### config.mk
export PLATFORM = sky130hd
export DESIGN_NAME = bbs_ctrl
export DESIGN_NICKNAME = d
export VERILOG_FILES = /design/src/rtl/bbs_pkg.sv /design/src/rtl/bbs_mode_decode.sv /design/src/rtl/bbs_array.sv /design/src/rtl/bbs_ctrl.sv
export SDC_FILE = /design/constraint.sdc
export NUM_CORES = 2
export LEC_CHECK = 0
export CAP_MARGIN = 0
export CELL_PAD_IN_SITES_DETAIL_PLACEMENT = 0
export CELL_PAD_IN_SITES_GLOBAL_PLACEMENT = 1
export CORE_UTILIZATION = 25
export CTS_CLUSTER_DIAMETER = 50
export DETAILED_ROUTE_END_ITERATION = 12
export GPL_TIMING_DRIVEN = 1
export PLACE_DENSITY = 0.52
export REMOVE_ABC_BUFFERS = 1
export SLEW_MARGIN = 0
export SYNTH_ARGS = -nofsm -noshare
export SYNTH_HDL_FRONTEND = slang
export SYNTH_SLANG_ARGS = --single-unit
### constraint.sdc
create_clock -name clk -period 1.9 [get_ports clk]
set_input_delay 0.285 -clock clk [delete_from_list [all_inputs] [get_ports clk]]
set_output_delay 0.285 -clock clk [all_outputs]
set_load 0.005 [all_outputs]
### src/rtl/bbs_pkg.sv
package bbs_pkg;

  typedef enum logic [1:0] {
    PM_ACTIVE  = 2'b00,
    PM_STANDBY = 2'b01,
    PM_LOWPWR  = 2'b10,
    PM_BATTERY = 2'b11
  } pwr_mode_t;

  // Supply counts as usable only when both flags agree that it is good.
  function automatic logic f_supply_valid(input logic ok, input logic above);
    return ok & above;
  endfunction

  function automatic pwr_mode_t f_pwr_mode(input logic ok, input logic above,
                                           input logic ce_n);
    pwr_mode_t m;
    if (!above)                        m = PM_BATTERY;
    else if (!ok)                      m = PM_LOWPWR;
    else if (ce_n)                     m = PM_STANDBY;
    else                               m = PM_ACTIVE;
    return m;
  endfunction

endpackage

### src/rtl/bbs_mode_decode.sv
module bbs_mode_decode
  import bbs_pkg::*;
(
  input  logic      ce_n,
  input  logic      oe_n,
  input  logic      we_n,
  input  logic      sup_ok,
  input  logic      sup_above,
  output logic      supply_valid,
  output logic      wr_event,
  output logic      rd_event,
  output pwr_mode_t mode
);

  always_comb begin
    supply_valid = f_supply_valid(sup_ok, sup_above);
    mode         = f_pwr_mode(sup_ok, sup_above, ce_n);
    // Write enable has priority over output enable.
    wr_event     = supply_valid & ~ce_n & ~we_n;
    rd_event     = supply_valid & ~ce_n & we_n & ~oe_n;
  end

  // a write and a read never happen in the same cycle.
  always_comb begin
    p_wr_rd_exclusive_r1: assert (!(wr_event && rd_event));
  end

  // no access is decoded without a valid supply.
  always_comb begin
    p_no_access_unpowered_r5: assert (supply_valid || !(wr_event || rd_event));
  end

endmodule

### src/rtl/bbs_array.sv
module bbs_array #(
  parameter int ADDR_W = 8,
  parameter int DATA_W = 8
) (
  input  logic              clk,
  input  logic              rst_n,
  input  logic              wr_en,
  input  logic              rd_en,
  input  logic [ADDR_W-1:0] addr,
  input  logic [DATA_W-1:0] wdata,
  output logic [DATA_W-1:0] rdata,
  output logic              rvalid
);

  localparam int DEPTH = 1 << ADDR_W;

  logic [DATA_W-1:0] mem [DEPTH];

  // Storage is never reset so contents persist across supply loss.
  always_ff @(posedge clk) begin
    if (wr_en) mem[addr] <= wdata;
  end

  always_ff @(posedge clk or negedge rst_n) begin
    if (!rst_n) begin
      rdata  <= '0;
      rvalid <= 1'b0;
    end else begin
      rvalid <= rd_en;
      if (rd_en) rdata <= mem[addr];
    end
  end

  // a sampled read yields valid data exactly one edge later.
  p_read_latency_r2: assert property (@(posedge clk) disable iff (!rst_n)
    rd_en |=> rvalid);

  // without a read, the valid flag is dropped after the edge.
  p_no_phantom_read_r2: assert property (@(posedge clk) disable iff (!rst_n)
    !rd_en |=> !rvalid);

endmodule

### src/rtl/bbs_ctrl.sv
module bbs_ctrl
  import bbs_pkg::*;
#(
  parameter int ADDR_W = 8,
  parameter int DATA_W = 8
) (
  input  logic              clk,
  input  logic              rst_n,
  input  logic              ce_n,
  input  logic              oe_n,
  input  logic              we_n,
  input  logic [ADDR_W-1:0] addr,
  input  logic [DATA_W-1:0] din,
  input  logic              sup_ok,
  input  logic              sup_above,
  output logic [DATA_W-1:0] dout,
  output logic              dout_en,
  output logic [1:0]        pwr_mode
);

  logic              supply_valid;
  logic              wr_event;
  logic              rd_event;
  pwr_mode_t         mode;
  logic [DATA_W-1:0] rd_q;
  logic              rd_vld_q;

  bbs_mode_decode u_dec (
    .ce_n         (ce_n),
    .oe_n         (oe_n),
    .we_n         (we_n),
    .sup_ok       (sup_ok),
    .sup_above    (sup_above),
    .supply_valid (supply_valid),
    .wr_event     (wr_event),
    .rd_event     (rd_event),
    .mode         (mode)
  );

  bbs_array #(
    .ADDR_W (ADDR_W),
    .DATA_W (DATA_W)
  ) u_mem (
    .clk    (clk),
    .rst_n  (rst_n),
    .wr_en  (wr_event),
    .rd_en  (rd_event),
    .addr   (addr),
    .wdata  (din),
    .rdata  (rd_q),
    .rvalid (rd_vld_q)
  );

  // The present supply state gates the registered enable so a drop
  // releases the bus in the same cycle.
  assign dout_en  = rd_vld_q & supply_valid;
  assign dout     = dout_en ? rd_q : '0;
  assign pwr_mode = mode;

  // the bus is never driven while the supply is not valid.
  p_bus_off_unpowered_r5: assert property (@(posedge clk) disable iff (!rst_n)
    !(sup_ok && sup_above) |-> !dout_en);

  // a write is only decoded with both supply flags high.
  p_write_needs_power_r5: assert property (@(posedge clk) disable iff (!rst_n)
    wr_event |-> (sup_ok && sup_above));

  // a deselected cycle never produces driven data at the next edge.
  p_deselect_no_drive_r3: assert property (@(posedge clk) disable iff (!rst_n)
    ce_n |=> !dout_en);

  // any access reports the active power mode.
  p_access_is_active_r6: assert property (@(posedge clk) disable iff (!rst_n)
    (wr_event || rd_event) |-> (pwr_mode == 2'b00));

  // the inconsistent supply state reports battery mode.
  p_inconsistent_battery_r7: assert property (@(posedge clk) disable iff (!rst_n)
    (sup_ok && !sup_above) |-> (pwr_mode == 2'b11));

  // undriven output data is zero.
  p_quiet_bus_r9: assert property (@(posedge clk) disable iff (!rst_n)
    !dout_en |-> (dout == '0));

endmodule

### After elaboration in Yosys (flattened, before gate mapping)

Memory sizes are Yosys's and may differ from the RTL's. A register that Yosys moved wholly into a read port is not among the register bits.
Index checks and enable logic that the tools add are counted.

| storage, ports and cells | value |
|---|---|
| memory bits (writable) | 2048 |
| memories kept | 1 |
| input bits | 23 |
| memory bits (read-only) | 0 |
| output and inout port bits | 11 |
| bits in latches | 0 |
| logic and storage cells | 18 |
| bits in registers | 1 |

| cells by class | value |
|---|---|
| magnitude comparators | 0 |
| multiply operators | 0 |
| add/subtract/negate cells | 0 |
| shift operators | 0 |
| reductions and logical operators | 1 |
| equality and inequality tests | 0 |
| bitwise gates (word level) | 9 |
| div/mod/pow operators | 0 |
| mux-type cells | 6 |

Memories:

| name | depth | bits a word | rd ports | clocked after Yosys merged registers in | write ports | line | source |
|---|---|---|---|---|---|---|---|
| u_mem.mem | 256 | 8 | 1 | 1 | 1 | bbs_array.sv:17 | `logic [DATA_W-1:0] mem [DEPTH];` |

Operator list:

| cell | number |
|---|---|
| $mux W8 | 1 |
| $and A1 B1 Y1 | 6 |
| $mux W2 | 2 |
| $mux W1 | 3 |
| $not A1 Y1 | 3 |
| $logic_not A1 Y1 | 1 |

### Logic depth before layout (Yosys ltp)

| logic depth | value |
|---|---|
| depth after elaboration | 5 |
| mapped depth | 12 |
| depth with buffers taken out | 7 |

### Cells and area by module

A second synthesis with hierarchy kept.

| second synthesis, totals | value |
|---|---|
| cell total of the unflattened synthesis | 3607 |
| area, all modules | 79652.6 um2 |

By module, submodules not included:

| module | seq. area each (um2) | instances | area each (um2) | cells each |
|---|---|---|---|---|
| bbs_array | 61724.2 | 1 | 79557.6 | 3592 |
| bbs_ctrl | 0.0 | 1 | 57.6 | 9 |
| bbs_mode_decode | 0.0 | 1 | 37.5 | 6 |

### Worst setup path after synthesis

OpenSTA, ideal clock, no wires.

| timing | value |
|---|---|
| kind | input to register |
| from | in addr[1] |
| to | mem u_mem.mem[116][0] (enable) |
| stages | 10 |
| required time | 1.529 ns |
| setup slack | -0.883 ns |
| library setup time | 0.371 ns |
| path buffers | 7 |
| arrival time | 2.412 ns |
| path through | buf_6 -> buf_4 -> buf_2 -> buf_6 -> buf_4 -> buf_2 -> nor3b_1 -> nand2_1 -> buf_2 -> nor2_1 |

RTL lines:

| element | line | source |
|---|---|---|
| from (decl) | bbs_ctrl.sv:12 | `input logic [ADDR_W-1:0] addr,` |
| to (decl) | bbs_array.sv:17 |  |

No word-level cell before the write port.

==> impl_metrics.prom <==
# TYPE chip_impl_metric gauge
chip_impl_info{name="unrepaired_setup_endpoints_after_global_routing",value="yes"} 1
chip_impl_metric{name="syn_to_final_growth",unit="%"} 26.3
chip_impl_metric{name="floorplan.die_area",unit="um^2"} 322000
chip_impl_metric{name="num_rows",unit=""} 207
chip_impl_metric{name="wirelength",unit="mm"} 248
chip_impl_metric{name="antenna_found_initial",unit=""} 10
chip_impl_metric{name="final-setup-viol-count",unit=""} 17
chip_impl_metric{name="boundaryPins",unit=""} 34
chip_impl_metric{name="ys_warn_count",unit=""} 0
chip_impl_metric{name="clk_latency",unit="ns"} 0.87
chip_impl_info{name="critical_path.most_common_cell",value="mux4_2"} 1
chip_impl_metric{name="timing.max_cap.violations",unit=""} 0
chip_impl_metric{name="design_power_total",unit="mW"} 99.9
chip_impl_metric{name="dp.final_hpwl",unit="mm"} 167
chip_impl_info{name="slowest_cell_on_crit_path",value="mux4_2"} 1
chip_impl_metric{name="postLayoutSetupSlackWorst",unit="ns"} -0.606
chip_impl_metric{name="grt-ovfl-total",unit=""} 0
chip_impl_metric{name="timing_worst_slew_pin_value",unit="ns"} 0.777
chip_impl_metric{name="fp.dieH",unit="um"} 568
chip_impl_metric{name="sequentialPowerShare",unit=""} 0.501
chip_impl_metric{name="max-slew-margin-rel",unit=""} 0.477
chip_impl_info{name="status",value="finished, violations left"} 1
chip_impl_info{name="critPathCaptureType",value="register"} 1
chip_impl_metric{name="synth-seq-cells",unit=""} 2057
chip_impl_metric{name="power.share.combinational",unit=""} 0.059
chip_impl_metric{name="intPower",unit="mW"} 77.8
chip_impl_metric{name="die_w",unit="um"} 568
chip_impl_metric{name="clkPwrFrac",unit=""} 0.440
chip_impl_metric{name="leakage",unit="nW"} 33.1
chip_impl_metric{name="final.fill_count",unit=""} 30400
chip_impl_metric{name="syn_area",unit="um^2"} 80000
chip_impl_metric{name="layout-drive-gt1-share",unit=""} 0.380
chip_impl_metric{name="via_count",unit=""} 42300
chip_impl_metric{name="detailed_routing_iteration_count_for_the_pre_antenna_repair_pass",unit=""} 5
chip_impl_metric{name="ys_types",unit=""} 60
chip_impl_info{name="synth_largest_area_cell",value="edfxtp_1"} 1
chip_impl_metric{name="timing.fmax",unit="MHz"} 399
chip_impl_info{name="ordered_list_of_cells_on_the_worst_path",value="mux4_2, mux4_2, a211oi_4, buf_6, o21ai_2, o32a_1"} 1
chip_impl_metric{name="power.switching_fraction",unit=""} 0.221
chip_impl_metric{name="worst-endpoint-required",unit="ns"} 2.66
chip_impl_metric{name="via_per_inst",unit=""} 4.62
chip_impl_metric{name="avgRoutedWirePerCell",unit="um"} 27.1
chip_impl_metric{name="ir_worst_vdd",unit="mV"} 0.674
chip_impl_metric{name="clock_tree.buffer_depth",unit=""} 4
chip_impl_info{name="start_kind",value="register"} 1
chip_impl_metric{name="antenna_violating_nets_left",unit=""} 0
chip_impl_metric{name="dp.cells",unit=""} 8704
chip_impl_info{name="violations_in_the_final_reports",value="setup timing"} 1
chip_impl_metric{name="finish.cell_count_without_fillers",unit=""} 9154
chip_impl_metric{name="crit_path_max_incr_delay",unit="ns"} 0.55
chip_impl_metric{name="grt_start_max_net_pins",unit=""} 94
chip_impl_metric{name="syn_area_per_cell",unit="um^2"} 21.0
chip_impl_metric{name="grt_overall_usage",unit=""} 0.151
chip_impl_metric{name="cts_inserted_buffers",unit=""} 227
chip_impl_info{name="min-delay-path-class",value="input port to register"} 1
chip_impl_metric{name="power_density",unit="nW/um^2"} 988
chip_impl_metric{name="drv_slew",unit=""} 0
chip_impl_metric{name="drt_drc_violations_left",unit=""} 0
chip_impl_metric{name="cts.sink_count",unit=""} 2057
chip_impl_metric{name="number_of_flops_mapped_to_enable_cells_by_yosys",unit=""} 2048
chip_impl_info{name="worstSetupPathType",value="register to register"} 1
chip_impl_metric{name="gp_congestion",unit=""} 0.871
chip_impl_info{name="synth_area_leaders",value="edfxtp_1 (77%), mux4_2 (13%), mux2i_1 (2.2%)"} 1
chip_impl_info{name="tritoncts",value="done"} 1
chip_impl_metric{name="portBuffers",unit=""} 33
chip_impl_metric{name="synth_top_area_share",unit=""} 0.768
chip_impl_metric{name="switching_power",unit="mW"} 22.1
chip_impl_metric{name="placed_area",unit="um^2"} 92700
chip_impl_metric{name="cts_clk_pin_slew_worst_paths",unit="ns"} 0.06
chip_impl_metric{name="initialDrtViolationCount",unit=""} 3880
chip_impl_metric{name="htreeDepth",unit=""} 4
chip_impl_metric{name="timing.final.crit_period",unit="ns"} 2.51
chip_impl_info{name="final_cell_mix",value="edfxtp_1 (2,048), buf_4 (801), mux4_2 (471), nor2_1 (287), clkbuf_16 (228)"} 1
chip_impl_metric{name="core_area",unit="um^2"} 318000
chip_impl_metric{name="start_util",unit=""} 0.251
chip_impl_metric{name="final.setup_skew",unit="ns"} 0.0589
chip_impl_info{name="ys.flop_type",value="edfxtp_1"} 1
chip_impl_metric{name="sequential_share_of_the_synthesized_area",unit=""} 0.771
chip_impl_metric{name="synthesis.instances",unit=""} 3813
chip_impl_metric{name="wire_length_of_the_first_global_routing_pass",unit="mm"} 348
chip_impl_metric{name="nNetsFinal",unit=""} 4810
chip_impl_metric{name="grt_pass1_vias",unit=""} 43600
chip_impl_metric{name="worst-path-max-fanout",unit=""} 1
chip_impl_metric{name="timing.final.crit_share",unit=""} 1.32
chip_impl_metric{name="cp.arrival",unit="ns"} 3.26
chip_impl_metric{name="reg2reg_depth",unit=""} 6
chip_impl_metric{name="hold_viol",unit=""} 0
chip_impl_metric{name="dp_slack",unit="ns"} -1.97
chip_impl_metric{name="final_design_area_no_fill",unit="um^2"} 101000
chip_impl_metric{name="synth-async-reset-ratio",unit=""} 0.00438
chip_impl_metric{name="timing.hold.worst_path_depth",unit=""} 1
chip_impl_info{name="layout_commonest_cell",value="edfxtp_1"} 1
chip_impl_info{name="clock_tree.root_cell",value="clkbuf_16"} 1
chip_impl_metric{name="fin_hold_ws",unit="ns"} 0.0571
==> power groups by stage <==
| stage | clock, mW | sequential (mW) | combinational [mW] |
|---|---|---|---|
| CTS | 44.9 | 50.1 | 5.84 |
| floorplan | 0 | 50.9 | 1.74 |
| global route | 46.5 | 50.0 | 6.16 |
| finish | 43.9 | 50.1 | 5.86 |
| detailed placement | 0 | 51.0 | 5.70 |
| global placement | 0 | 51.0 | 5.67 |
==> state kept, by name, indices dropped and copies added (netlist names) <==
signal / cells
u_mem.rvalid: 1
u_mem.mem: 2048
u_mem.rdata: 8
==> critical path: cells and delay by family, from the launching register on <==
family | cells | cell delay (ns)
mux | 2 | 1.03
compound gates | 3 | 0.81
flops | 1 | 0.37
buf+inv | 1 | 0.19
==> cell families (layout without fill, tap and decap cells) <==
family / count (synthesis) / count (layout) / synth area share
mux: 651 / 651 / 0.155
flops: 2057 / 2057 / 0.771
simple gates: 584 / 585 / 0.0321
compound gates: 282 / 282 / 0.0246
buf+inv: 239 / 1394 / 0.0171
other cells: 0 / 5 / 0
==> routing by layer <==
layer,track usage,vias to the layer above,routed length (um)
met2,0.249,1213,119000
li1,-,17900,-
met4,0.0485,6,8400
met1,0.203,22800,107000
met3,0.0261,353,13700
met5,0,-,43
==> final timing paths <==
| kind | startpoint | slack [ns] | to |
|---|---|---|---|
| max | u_mem.mem[92][2] | -0.61 | u_mem.rdata[2] |
| min | din[2] | 0.06 | u_mem.mem[76][2] |
| max reg2reg | u_mem.mem[92][2] | -0.61 | u_mem.rdata[2] |
| min reg2reg | u_mem.rdata[4] | 0.72 | u_mem.rdata[4] |
| max in group asynchronous | rst_n | 0.93 | u_mem.rdata[5] |
| min in group asynchronous | rst_n | 0.47 | u_mem.rvalid |
==> layout make-up <==
class | count | area, um^2 | area share
Antenna cell | 5 | 12.5 | 0.000124
Clock buffer | 263 | 5820 | 0.0575
Clock inverter | 148 | 1600 | 0.0158
Inverter | 3 | 16.3 | 0.000161
Multi-Input combinational cell | 1518 | 17600 | 0.174
Sequential cell | 2057 | 61700 | 0.610
Tap cell | 4180 | 5230 | 0.0517
Timing Repair Buffer | 980 | 9180 | 0.0908
==> Yosys cell counts, drive strengths merged (7+ instances only) <==
library cell and count:
o211ai 8, edfxtp 2048, mux2 7, nor4 9, a22o 11, buf 155, nor2 293, a21oi 24
mux2i 173, nor3 10, a31oi 13, nor2b 22, a22oi 44, a32oi 20, nand2 126, nand3 57
a211oi 23, nand2b 9, mux4 471, dfrtp 9, o22ai 67, clkbuf 81, o21ai 30, and2 12
nand4 12
==> repair_timing <==
item | in CTS | in global routing
cloned | 2 | 1
hold endpoints to repair | 211 | 0
gates resized for setup | 134 | 57
endpoints found under the setup margin | 2067 | 112
hold buffers | 8 | 0
buffers inserted | 10 | 21
pin swaps | 25 | 25
==> through the flow <==
step | utilization | TNS (ns)
floorplan | - | -416.76
global placement | 0.291 | -2371.88
finish | 0.318 | -5.53
CTS | 0.316 | -6.66
global route | 0.318 | -7.51
detailed placement | 0.291 | -2330.99
(Power assumes the default switching activity.)
